<file path="config.mk">
export PLATFORM = sky130hd
export DESIGN_NAME = hbd_bridge_ctrl
export DESIGN_NICKNAME = d
export VERILOG_FILES = /design/src/rtl/hbd_pkg.sv /design/src/rtl/hbd_sync.sv /design/src/rtl/hbd_power.sv /design/src/rtl/hbd_leg.sv /design/src/rtl/hbd_bridge_ctrl.sv
export SDC_FILE = /design/constraint.sdc
export NUM_CORES = 1
export LEC_CHECK = 0
export ABC_AREA = 1
export CORE_MARGIN = 2
export CORE_UTILIZATION = 53
export DETAILED_ROUTE_END_ITERATION = 7
export PLACE_DENSITY_LB_ADDON = 0.1
export SLEW_MARGIN = 20
export SYNTH_ARGS = -nofsm -noshare
export SYNTH_HDL_FRONTEND = slang
export SYNTH_SLANG_ARGS = --single-unit
</file>
<file path="constraint.sdc">
create_clock -name clk -period 1.6 [get_ports clk]
set_clock_uncertainty 0.2 [all_clocks]
set_input_delay 0.32 -clock clk [delete_from_list [all_inputs] [get_ports clk]]
set_output_delay 0.32 -clock clk [all_outputs]
set_load 0.02 [all_outputs]
</file>
<file path="src/rtl/hbd_pkg.sv">
package hbd_pkg;

  typedef enum logic [1:0] {
    LEG_OFF  = 2'd0,
    LEG_HIGH = 2'd1,
    LEG_LOW  = 2'd2
  } leg_cmd_e;

  typedef enum logic [1:0] {
    PW_SLEEP  = 2'd0,
    PW_TURNON = 2'd1,
    PW_ACTIVE = 2'd2
  } pwr_state_e;

  // Converts a duration in ns to clock cycles, rounding up, at least one cycle.
  function automatic int unsigned ns_to_cycles(input longint unsigned ns,
                                               input longint unsigned clk_hz);
    longint unsigned c;
    c = (ns * clk_hz + 64'd999_999_999) / 64'd1_000_000_000;
    if (c == 64'd0) c = 64'd1;
    return 32'(c);
  endfunction

endpackage

</file>
<file path="src/rtl/hbd_sync.sv">
module hbd_sync #(
  parameter int unsigned WIDTH = 2
) (
  input  logic             clk,
  input  logic             rst,
  input  logic [WIDTH-1:0] d_i,
  output logic [WIDTH-1:0] q_o
);
  logic [WIDTH-1:0] stage1_q, stage2_q;

  always_ff @(posedge clk) begin
    if (rst) begin
      stage1_q <= '0;
      stage2_q <= '0;
    end else begin
      stage1_q <= d_i;
      stage2_q <= stage1_q;
    end
  end

  assign q_o = stage2_q;
endmodule

</file>
<file path="src/rtl/hbd_power.sv">
module hbd_power
  import hbd_pkg::*;
#(
  parameter int unsigned WAKE_CYC = 250,
  parameter int unsigned TON_CYC  = 2500,
  parameter int unsigned IDLE_CYC = 50000
) (
  input  logic clk,
  input  logic rst,
  input  logic any_high_i,
  output logic sleep_o,
  output logic ready_o
);
  localparam int unsigned MAX_A = (WAKE_CYC > TON_CYC) ? WAKE_CYC : TON_CYC;
  localparam int unsigned MAXC  = (MAX_A > IDLE_CYC) ? MAX_A : IDLE_CYC;
  localparam int unsigned CW    = $clog2(MAXC + 1);
  localparam logic [CW-1:0] WAKE_LAST = CW'(WAKE_CYC - 1);
  localparam logic [CW-1:0] TON_LAST  = CW'(TON_CYC - 1);
  localparam logic [CW-1:0] IDLE_LAST = CW'(IDLE_CYC - 1);

  pwr_state_e    st_q;
  logic [CW-1:0] cnt_q;

  always_ff @(posedge clk) begin
    if (rst) begin
      st_q  <= PW_SLEEP;
      cnt_q <= '0;
    end else begin
      case (st_q)
        PW_SLEEP: begin
          if (any_high_i) begin
            if (cnt_q == WAKE_LAST) begin
              st_q  <= PW_TURNON;
              cnt_q <= '0;
            end else begin
              cnt_q <= cnt_q + CW'(1);
            end
          end else begin
            cnt_q <= '0;
          end
        end
        PW_TURNON: begin
          if (cnt_q == TON_LAST) begin
            st_q  <= PW_ACTIVE;
            cnt_q <= '0;
          end else begin
            cnt_q <= cnt_q + CW'(1);
          end
        end
        PW_ACTIVE: begin
          if (!any_high_i) begin
            if (cnt_q == IDLE_LAST) begin
              st_q  <= PW_SLEEP;
              cnt_q <= '0;
            end else begin
              cnt_q <= cnt_q + CW'(1);
            end
          end else begin
            cnt_q <= '0;
          end
        end
        default: begin
          st_q  <= PW_SLEEP;
          cnt_q <= '0;
        end
      endcase
    end
  end

  assign sleep_o = (st_q == PW_SLEEP);
  assign ready_o = (st_q == PW_ACTIVE);

  // reset always lands in sleep
  a_r6_reset_sleep: assert property (@(posedge clk) rst |=> sleep_o);
  // sleep is entered only after an idle input cycle
  a_r5_sleep_after_idle: assert property (@(posedge clk) disable iff (rst)
    $rose(sleep_o) |-> $past(!any_high_i));
  // leaving sleep never makes the bridge ready at once
  a_r7_wake_not_ready: assert property (@(posedge clk) disable iff (rst)
    $fell(sleep_o) |-> !ready_o);
  // ready only follows the turn-on wait
  a_r8_ready_after_turnon: assert property (@(posedge clk) disable iff (rst)
    $rose(ready_o) |-> $past(!sleep_o && !ready_o));
endmodule

</file>
<file path="src/rtl/hbd_leg.sv">
module hbd_leg
  import hbd_pkg::*;
#(
  parameter int unsigned DEAD_CYC = 11
) (
  input  logic     clk,
  input  logic     rst,
  input  leg_cmd_e cmd_i,
  output logic     hs_o,
  output logic     ls_o
);
  localparam int unsigned   DW     = $clog2(DEAD_CYC + 1);
  localparam logic [DW-1:0] DEAD_V = DW'(DEAD_CYC);

  logic          hs_q, ls_q, hs_n, ls_n;
  logic [DW-1:0] hs_off_q, ls_off_q;

  // A switch may close only once its partner has been open for the dead band.
  always_comb begin
    hs_n = (cmd_i == LEG_HIGH) && (ls_off_q == DEAD_V);
    ls_n = (cmd_i == LEG_LOW)  && (hs_off_q == DEAD_V);
  end

  always_ff @(posedge clk) begin
    if (rst) begin
      hs_q     <= 1'b0;
      ls_q     <= 1'b0;
      hs_off_q <= DEAD_V;
      ls_off_q <= DEAD_V;
    end else begin
      hs_q     <= hs_n;
      ls_q     <= ls_n;
      hs_off_q <= hs_n ? '0 : ((hs_off_q == DEAD_V) ? DEAD_V : hs_off_q + DW'(1));
      ls_off_q <= ls_n ? '0 : ((ls_off_q == DEAD_V) ? DEAD_V : ls_off_q + DW'(1));
    end
  end

  assign hs_o = hs_q;
  assign ls_o = ls_q;

  // never both switches of the leg on
  a_r9_no_overlap: assert property (@(posedge clk) disable iff (rst)
    !(hs_q && ls_q));
  // a low-side on-cycle is never followed directly by high-side on
  a_r9_low_then_high: assert property (@(posedge clk) disable iff (rst)
    ls_q |=> !hs_q);
  // a high-side on-cycle is never followed directly by low-side on
  a_r9_high_then_low: assert property (@(posedge clk) disable iff (rst)
    hs_q |=> !ls_q);
endmodule

</file>
<file path="src/rtl/hbd_bridge_ctrl.sv">
module hbd_bridge_ctrl
  import hbd_pkg::*;
#(
  parameter int unsigned CLK_HZ     = 50_000_000,
  parameter int unsigned DEAD_NS    = 220,
  parameter int unsigned WAKE_NS    = 5_000,
  parameter int unsigned TURNON_NS  = 50_000,
  parameter int unsigned IDLE_NS    = 1_000_000
) (
  input  logic clk,
  input  logic rst,
  input  logic drive_a,
  input  logic drive_b,
  input  logic bridge_en,
  output logic hs1_o,
  output logic ls1_o,
  output logic hs2_o,
  output logic ls2_o,
  output logic sleep_o,
  output logic ready_o
);
  localparam int unsigned DEAD_CYC = ns_to_cycles(64'(DEAD_NS),   64'(CLK_HZ));
  localparam int unsigned WAKE_CYC = ns_to_cycles(64'(WAKE_NS),   64'(CLK_HZ));
  localparam int unsigned TON_CYC  = ns_to_cycles(64'(TURNON_NS), 64'(CLK_HZ));
  localparam int unsigned IDLE_CYC = ns_to_cycles(64'(IDLE_NS),   64'(CLK_HZ));
  localparam int unsigned NLEGS    = 2;

  logic [1:0]       cmd_s;
  logic             sleep_w, ready_w;
  leg_cmd_e         leg_cmd [NLEGS];
  logic [NLEGS-1:0] hs_q, ls_q;

  hbd_sync #(.WIDTH(2)) u_sync (
    .clk (clk),
    .rst (rst),
    .d_i ({drive_a, drive_b}),
    .q_o (cmd_s)
  );

  hbd_power #(
    .WAKE_CYC (WAKE_CYC),
    .TON_CYC  (TON_CYC),
    .IDLE_CYC (IDLE_CYC)
  ) u_power (
    .clk        (clk),
    .rst        (rst),
    .any_high_i (|cmd_s),
    .sleep_o    (sleep_w),
    .ready_o    (ready_w)
  );

  // Truth table: leg 0 drives OUT1, leg 1 drives OUT2.
  always_comb begin
    leg_cmd[0] = LEG_OFF;
    leg_cmd[1] = LEG_OFF;
    if (ready_w && bridge_en) begin
      case (cmd_s)
        2'b10: begin leg_cmd[0] = LEG_HIGH; leg_cmd[1] = LEG_LOW;  end
        2'b01: begin leg_cmd[0] = LEG_LOW;  leg_cmd[1] = LEG_HIGH; end
        2'b11: begin leg_cmd[0] = LEG_LOW;  leg_cmd[1] = LEG_LOW;  end
        default: begin leg_cmd[0] = LEG_OFF; leg_cmd[1] = LEG_OFF; end
      endcase
    end
  end

  for (genvar g = 0; g < NLEGS; g++) begin : g_leg
    hbd_leg #(.DEAD_CYC(DEAD_CYC)) u_leg (
      .clk   (clk),
      .rst   (rst),
      .cmd_i (leg_cmd[g]),
      .hs_o  (hs_q[g]),
      .ls_o  (ls_q[g])
    );
  end

  // Enable masks the registered enables without waiting for a clock edge.
  assign hs1_o   = hs_q[0] & bridge_en;
  assign ls1_o   = ls_q[0] & bridge_en;
  assign hs2_o   = hs_q[1] & bridge_en;
  assign ls2_o   = ls_q[1] & bridge_en;
  assign sleep_o = sleep_w;
  assign ready_o = ready_w;

  // outside the ready state the leg registers clear one edge later
  a_r8_off_when_not_ready: assert property (@(posedge clk) disable iff (rst)
    !ready_w |=> (hs_q == '0 && ls_q == '0));
  // a low enable clears the leg registers on the next edge
  a_r10_off_when_disabled: assert property (@(posedge clk) disable iff (rst)
    !bridge_en |=> (hs_q == '0 && ls_q == '0));
endmodule

</file>
### Word level (Yosys, flattened, before mapping)

Cells that the tools add are included.

* mux-type cells: 22
* bitwise gates (word level): 4
* add/subtract/negate cells: 5
* equality and inequality tests: 21
* reduce and logical (&&, ||, !) cells: 12

Operator list (count)
* 2-to-1 mux 16 bit: 5
* one-hot mux 16 bit (3 select lines): 1
* 2-to-1 mux 4 bit: 9
* adder 16 x 1 -> 16 bit (second input constant): 1
* adder 4 x 1 -> 4 bit (second input constant): 4
* == test 16 x 12 -> 1 bit (second input constant): 1
* == test 16 bit (second input constant): 1
* == test 16 x 8 -> 1 bit (second input constant): 1
* == test 4 bit (second input constant): 4
* one-hot mux 4 bit (3 select lines): 1
* OR reduction 3 bit: 4
* == test 2 bit (second input constant): 5
* 2-to-1 mux 2 bit: 5
* == test 2 x 1 -> 1 bit (second input constant): 4
* != test 2 x 1 -> 1 bit (second input constant): 4
* one-hot mux 2 bit (3 select lines): 1
* logical AND 1 bit: 5
* AND reduction 5 bit: 1
* AND 1 bit: 4
* logical NOT 2 bit: 1
* != test 2 bit (second input constant): 1
* OR reduction 2 bit: 1

* word-level logic and storage cells: 80
* output and inout port bits: 6
* bits in registers: 42

### Logic depth before layout (Yosys ltp)

Gate-level depths: netlist (run 1).

* depth after elaboration: 6
* depth in mapped cells: 12

### Hierarchy

A second synthesis (run 1) with hierarchy kept.

* cell total of the unflattened synthesis: 312
* area, all modules: 2113.3 um^2

By module, submodules not included
* hbd_power: times used 1, area an instance 1047.3 um^2, cells an instance 152
* hbd_leg: times used 2, area an instance 442.9 um^2, cells an instance 65
* hbd_sync: times used 1, area an instance 110.1 um^2, cells an instance 12
* hbd_bridge_ctrl: times used 1, area an instance 70.1 um^2, cells an instance 18

### Least setup slack after synthesis (run 1)

Ideal clock, no wire load.

* path kind: register -> register
* start: reg u_power.cnt_q[0]
* end: reg u_power.cnt_q[6]
* stages on the path, launching flop included: 13
* clock period less this slack: 1.635 ns
* data arrival time: 1.327 ns
* path slack: -0.035 ns
* required time: 1.292 ns
* path through: dfxtp_1 > ha_1 > inv_1 > nor2_1 > nand2_1 > nor2_1 > nand2_1 > nand2_1 > nand3_2 > nand2_4 > inv_4 > nand2_1 > inv_2

* cells in the longest elaborated chain, start to end: 4
* elaborated cells on any way between the ends: 10
* classes of those cells: 1 x add/sub; 3 x eq/ne; 6 x mux

RTL lines
* start: declaration: RTL line hbd_power.sv:22 `logic [CW-1:0] cnt_q;`
* start signal: assignment: RTL line hbd_power.sv:36 `cnt_q <= cnt_q + CW'(1);`
* start signal: assignment: RTL line hbd_power.sv:47 `cnt_q <= cnt_q + CW'(1);`
* start signal: assignment: RTL line hbd_power.sv:56 `cnt_q <= cnt_q + CW'(1);`
* adder 16 x 1 -> 16 bit, or another cell as far along: RTL line hbd_power.sv:36, hbd_power.sv:47, hbd_power.sv:56
* 2-to-1 mux 16 bit (on tied branches): RTL line hbd_power.sv:52, hbd_power.sv:32
* 2-to-1 mux 16 bit (on tied branches): RTL line hbd_power.sv:51, hbd_power.sv:31
* one-hot mux 16 bit (3 select lines) (*): RTL line hbd_power.sv:29 `case (st_q)`

Mark *: on every way between the ends. The rest lies on a longest branch, timed or not.
A chain may end at the register's enable or synchronous reset.

### Final worst setup path (run 1)

* start: reg u_power.cnt_q[0]
* end: reg u_power.cnt_q[13]

Same word-level chain as after synthesis.

==> flow_summary.toml, run 1 <==
[hold_path]
whs_path_depth = 2
min_from = "u_sync.stage1_q[0]"
whs_endpoint = "u_sync.q_o[0]"
holdCritPathClass = "reg2reg"

[route]
ant_nets = 0
drc = 0
drt_pass1_iterations = 4
drt-total-wl_um = 4150
num_vias = 1760
wl_per_cell_um = 11.0
viasPerCell = 4.64
drt_iter0_drc = 80

[pwr]
seqPwrFrac = 0.469
irDropWorstVdd_uv = 851
power_density_nw_per_um2 = 1020
combPwrFrac = 0.231
power_switching_mw = 0.814
pwr-share-clk = 0.300
switching_share = 0.294
leakagePower_nw = 1.44
intPower_mw = 1.95
p_total_mw = 2.77

[timing]
rsz0062_at_grt = "true"
timing.final.crit_share = 1.07
hold_slack_ns = 0.211
setup_viol = 18
layout_min_cycle_time_ns = 1.71
tightestPinTransition_ns = 0.492
fin_ws_ns = -0.111
hold_viol = 0
slew_viol_final = 0
max-slew-margin-rel = 0.672
max_freq_mhz = 585

[cts]
clock-sinks = 42
cts_tree = "done"
clock-root-buffer = "clkbuf_8"
postCtsHoldBufs = 0
clock_path_buffers = 2
htreeDepth = 2
clk_latency_ns = 0.30
cts_made_buffers = 5
path_clk_slew_ns = 0.08

[global_route]
grt_use_met1 = 0.279
overflow = 0
grt_usage = 0.211
grt_max_degree = 14
grt_pass1_vias = 1610
busiest_layer = "met2"
use_met2 = 0.319
grt_pass1_wl_um = 6800
antenna_found_initial = 0
use_met3 = 0.0565

[floorplanning]
fp-row-count = 22
die_h_um = 65.6
core_region_area_um2 = 3660
io_pins = 11
die_area_um2 = 4300
die_w_um = 65.6
initial_core_util = 0.549

[setup_path]
rr_endpoint = "u_power.cnt_q[13]"
reg2reg_slack_ns = -0.11
crit_fanout = 4
crit_arrival_ns = 1.70
path_class = "reg2reg"
startpoint_type = "register"
endpoint_kind = "register"
required_ns = 1.59
reg2reg_from = "u_power.cnt_q[0]"
reg2regPathDepth = 11

[yosys]
ys_types = 24
synth-seq-cells = 42
synthTopCellsByArea = "dfxtp_1 42%, nand2_1 10%, nor2_1 9.3%"
netlist_area_um2 = 2010
synth_top_area_frac = 0.419
yosys_warnings = 0
syn_area_per_cell_um2 = 7.15
syn_nets = 292
synthCells = 281
synth_area_leader_cell = "dfxtp_1"
ys_seq_area_frac = 0.419

[finish]
num_antenna_cells = 0
drive_gt1_frac = 0.347
num-nets-final = 341
area_growth_syn_to_layout_pct = 35.3
layout_common_cells = "43 x nor2_1, 43 x nand2_1, 41 x inv_1"

[placed_design]
io_buffers = 10
dp_hpwl_um = 2820
gp_congestion = 0.836

[run]
maxCapViolCount = 0

[outcome]
violations = "negative setup slack"
status = "finished, violations left"
how the worst max path moves through the flow:
stage | from | endpoint | slack (ns) | cells after the start
after detailed placement | bridge_en | ls2_o | -0.57 | 4
after global routing | u_power.cnt_q[0] | u_power.cnt_q[12] | -0.17 | 11
after global placement | bridge_en | ls1_o | -0.55 | 4
after CTS | u_power.cnt_q[1] | u_power.cnt_q[9] | -0.005 | 12
final | u_power.cnt_q[0] | u_power.cnt_q[13] | -0.11 | 11
after floorplan | u_power.cnt_q[1] | u_power.cnt_q[6] | 0.003 | 12
state kept, by name, summed over array words and instances (netlist names):
name and cells:
g_leg.u_leg.hs_o 2, u_sync.q_o 2, g_leg.u_leg.ls_o 2, g_leg.u_leg.hs_off_q 8
u_power.cnt_q 16, g_leg.u_leg.ls_off_q 8, u_power.st_q 2, u_sync.stage1_q 2
worst max-delay path: stages (launching register included):
cell and delay (ns):
dfxtp_2 0.37, ha_4 0.16, inv_2 0.03, nor2_2 0.07, nand2_1 0.05, nor2_1 0.11, nand2_1 0.10, nand2_2 0.11
nand3_4 0.11, nand2_8 0.13, buf_12 0.13, nor2_2 0.03
area by class of cell:
cell class	count	area, um^2
well taps	48	60.1
fillers	291	945
clock buffers	6	72.6
clock inverters	2	37.5
flip-flops and latches	42	852
multi-input cells	181	1120
inverters	57	221
repair buffers	42	340
repair inverters	1	11.3
power by group through the flow:
stage / clock network [mW] / logic [mW] / registers (mW)
floorplan: 0 / 0.478 / 1.29
global placement: 0 / 0.587 / 1.31
detailed placement: 0 / 0.599 / 1.32
CTS: 0.858 / 0.604 / 1.29
global route: 0.895 / 0.751 / 1.32
finish: 0.830 / 0.639 / 1.30
layer usage:
metal	routed length (um)	share of wire
met1	1980	0.48
met2	1930	0.46
met3	172	0.041
met4	70	0.017
met5	0	0
repair_timing:
action	4_1_cts	5_1_grt
setup endpoints to repair	31	34
resized for setup	19	62
gates cloned	0	1
setup buffers	0	6
hold endpoints to repair	0	0
pin swaps	1	9
cell families (layout without fill, tap and decap cells):
| group | after synthesis | in the layout | share of synthesized area |
|---|---|---|---|
| and+or+nand+nor | 143 | 143 | 0.321 |
| buffers and inverters | 58 | 108 | 0.110 |
| DFF | 42 | 42 | 0.419 |
| xor gates and xnor gates | 17 | 17 | 0.0741 |
| AOI/OAI and AO/OA | 15 | 15 | 0.0386 |
| adders and majority gates | 6 | 6 | 0.0374 |
cells in the mapped netlist, drive strengths merged:
cell / number
buf: 1
nor2: 59
a31oi: 2
o21ai: 7
nand2: 58
nand3: 13
xnor2: 4
a21oi: 6
dfxtp: 42
ha: 6
nor3: 7
nand4: 6
inv: 56
xor2: 13
clkinv: 1
stage by stage:
step	util	TNS, ns	worst slack (ns)	cells	area (um^2)
finish	0.742	-1.37	-0.111	379	2720
CTS	0.680	-0.00808	-0.00501	372	2490
floorplan	-	0	0.00288	281	2010
global placement	0.649	-9.73	-0.551	364	2370
global route	0.742	-2.76	-0.171	379	2720
detailed placement	0.649	-10.38	-0.566	364	2370
(Power assumes the default switching activity.)
==> inputs of run 2 (changes only) <==
- CORE_UTILIZATION: 53 -> 55
- CTS_BUF_LIST: default -> sky130_fd_sc_hd__clkbuf_4
- SLEW_MARGIN: 20 -> default
==> run 2 against run 1 <==
The flow still finishes with violations (negative setup slack); critical path type unchanged; maximum frequency shrank 0.55%; largest cell class unchanged; worst setup slack lost 0.0094 ns; final cell count grew 2.4%; largest power group unchanged; core utilization grew 8.3 points; highest routed layer unchanged.
==> flow_summary.toml, run 2 (synthesis results as in run 1) <==
[placed_design]
gp_congestion = 0.858
dpl-instance-area_um2 = 2420
io_buffers = 10
dp_slack_ns = -0.562
numPlacedInstances = 370
dp_hpwl_um = 3020

[pwr]
leakagePower_nw = 1.49
irDropWorstVdd_uv = 959
power_density_nw_per_um2 = 951

[finish]
drive_gt1_frac = 0.371
fill_cells = 222
num_antenna_cells = 0
fin_area_um2 = 2820
area_growth_syn_to_layout_pct = 40.3
utilization = 0.825
largestRegisters = "u_power.cnt_q x16, g_leg.u_leg.hs_off_q x8, g_leg.u_leg.ls_off_q x8"
layout_common_cells = "41 x nor2_1, 41 x nand2_1, 41 x inv_1"
stdcell_count = 388
num-nets-final = 352
largest_reg_flops = 16
regMostFlops = "u_power.cnt_q"

[route]
ant_nets = 0
drt_iter0_drc = 99
viasPerCell = 4.96
drt_pass1_iterations = 4
wl_per_cell_um = 12.7
num_vias = 1925
drc = 0
drt-total-wl_um = 4930

[hold_path]
holdCritPathClass = "reg2reg"
whs_path_depth = 2

[global_route]
grt_pass1_vias = 1845
antenna_found_initial = 0
grt_pass1_wl_um = 7880
grt_max_degree = 15
grt_usage = 0.245
overflow = 0

[setup_path]
critPathMaxStageDelay_ns = 0.39
startpoint_type = "register"
reg2regPathDepth = 10
path_buf_inv = 2
path_class = "reg2reg"
cp_common_cell = "nand2_1"
required_ns = 1.68
path_cells = "ha_4 > nand3_2 > nor2_1 > nand2_1 > nand3_1 > nand3_4 > nand2_8 > inv_8 > nand2_1 > inv_1"
path_depth = 10
cp_slowest_cell = "dfxtp_4"
crit_fanout = 5
crit_arrival_ns = 1.80
cp_top_family = "simple AND/OR/NAND/NOR gates"
endpoint_kind = "register"

[floorplanning]
fp-row-count = 21
die_h_um = 64.4
die_area_um2 = 4150
core_region_area_um2 = 3420
io_pins = 11
initial_core_util = 0.588
die_w_um = 64.4

[timing]
max-slew-margin-rel = 0.671
max_freq_mhz = 581
slew_viol_final = 0
tns_ns = -1.67
setup_viol = 18
rsz0062_at_grt = "true"
timing.final.crit_share = 1.08
tightestPinTransition_ns = 0.494
fin_ws_ns = -0.120
hold_viol = 0
layout_min_cycle_time_ns = 1.72

[cts]
path_clk_slew_ns = 0.14
cts_tree = "done"
clk_latency_ns = 0.36
clock-sinks = 42
htreeDepth = 2
clock-root-buffer = "clkbuf_4"
cts_made_buffers = 5
clock_path_buffers = 2

[run]
maxCapViolCount = 0

[outcome]
status = "finished, violations left"
violations = "negative setup slack"
[run 2: cell types whose count changed in the layout (fill, tap and decap cells not counted), moves of 4 or more]
| cell | change |
|---|---|
| clkbuf_2 | -4 |
| buf_4 | +9 |
| dfxtp_1 | +4 |
| clkbuf_4 | +5 |
| clkbuf_8 | -5 |
| dfxtp_2 | -7 |
| buf_6 | +4 |
[run 2: routing by layer]
metal	share of wire	up-vias	global-route usage	wire, um
met5	0	-	0	0
met3	0.048	16	0.0365	237
met4	0.027	0	0.0957	135
met1	0.42	884	0.308	2060
met2	0.51	49	0.422	2500
li1	-	976	-	-
[run 2: cell type report]
cell class	count	area (um^2)	area share
inverters	57	226	0.0804
flip-flops and latches	42	855	0.303
repair buffers	53	428	0.152
repair inverters	1	11.3	0.00400
clock buffers	5	37.5	0.0133
multi-input cells	181	1160	0.411
well taps	46	57.6	0.0204
clock inverters	3	43.8	0.0155
[run 2: timing repair]
| action | 4_1_cts | 5_1_grt |
|---|---|---|
| pin swaps | 8 | 17 |
| hold buffers | 0 | 0 |
| endpoints found under the setup margin | 25 | 37 |
| buffers inserted | 4 | 5 |
| gates resized for setup | 56 | 43 |
| gates cloned | 1 | 0 |
[run 2: power by group]
part	total (mW)	switching (mW)	internal, mW
logic	0.680	0.373	0.307
registers	1.29	0.106	1.19
clock network	0.709	0.377	0.332
total	2.68	0.857	1.82
[run 2: worst register-to-register path: stages (launching register included)]
cell and delay, ns:
dfxtp_4 0.39, ha_4 0.15, nand3_2 0.11, nor2_1 0.17, nand2_1 0.09, nand3_1 0.12
nand3_4 0.12, nand2_8 0.13, inv_8 0.06, nand2_1 0.06, inv_1 0.04
[run 2: path summary, 6_finish.rpt]
check	start	endpoint	slack [ns]
hold reg to reg	u_sync.stage1_q[1]	u_sync.q_o[1]	0.24
setup / recovery	u_power.cnt_q[1]	u_power.cnt_q[11]	-0.12
setup reg to reg	u_power.cnt_q[1]	u_power.cnt_q[11]	-0.12
hold / removal	u_sync.stage1_q[1]	u_sync.q_o[1]	0.24
[run 2: through the flow]
step                hold WS (ns)  total power, mW
floorplan                  0.188             1.77
global placement           0.192             1.89
detailed placement         0.200             1.93
CTS                        0.218             2.63
global route               0.256             2.86
finish                     0.236             2.68
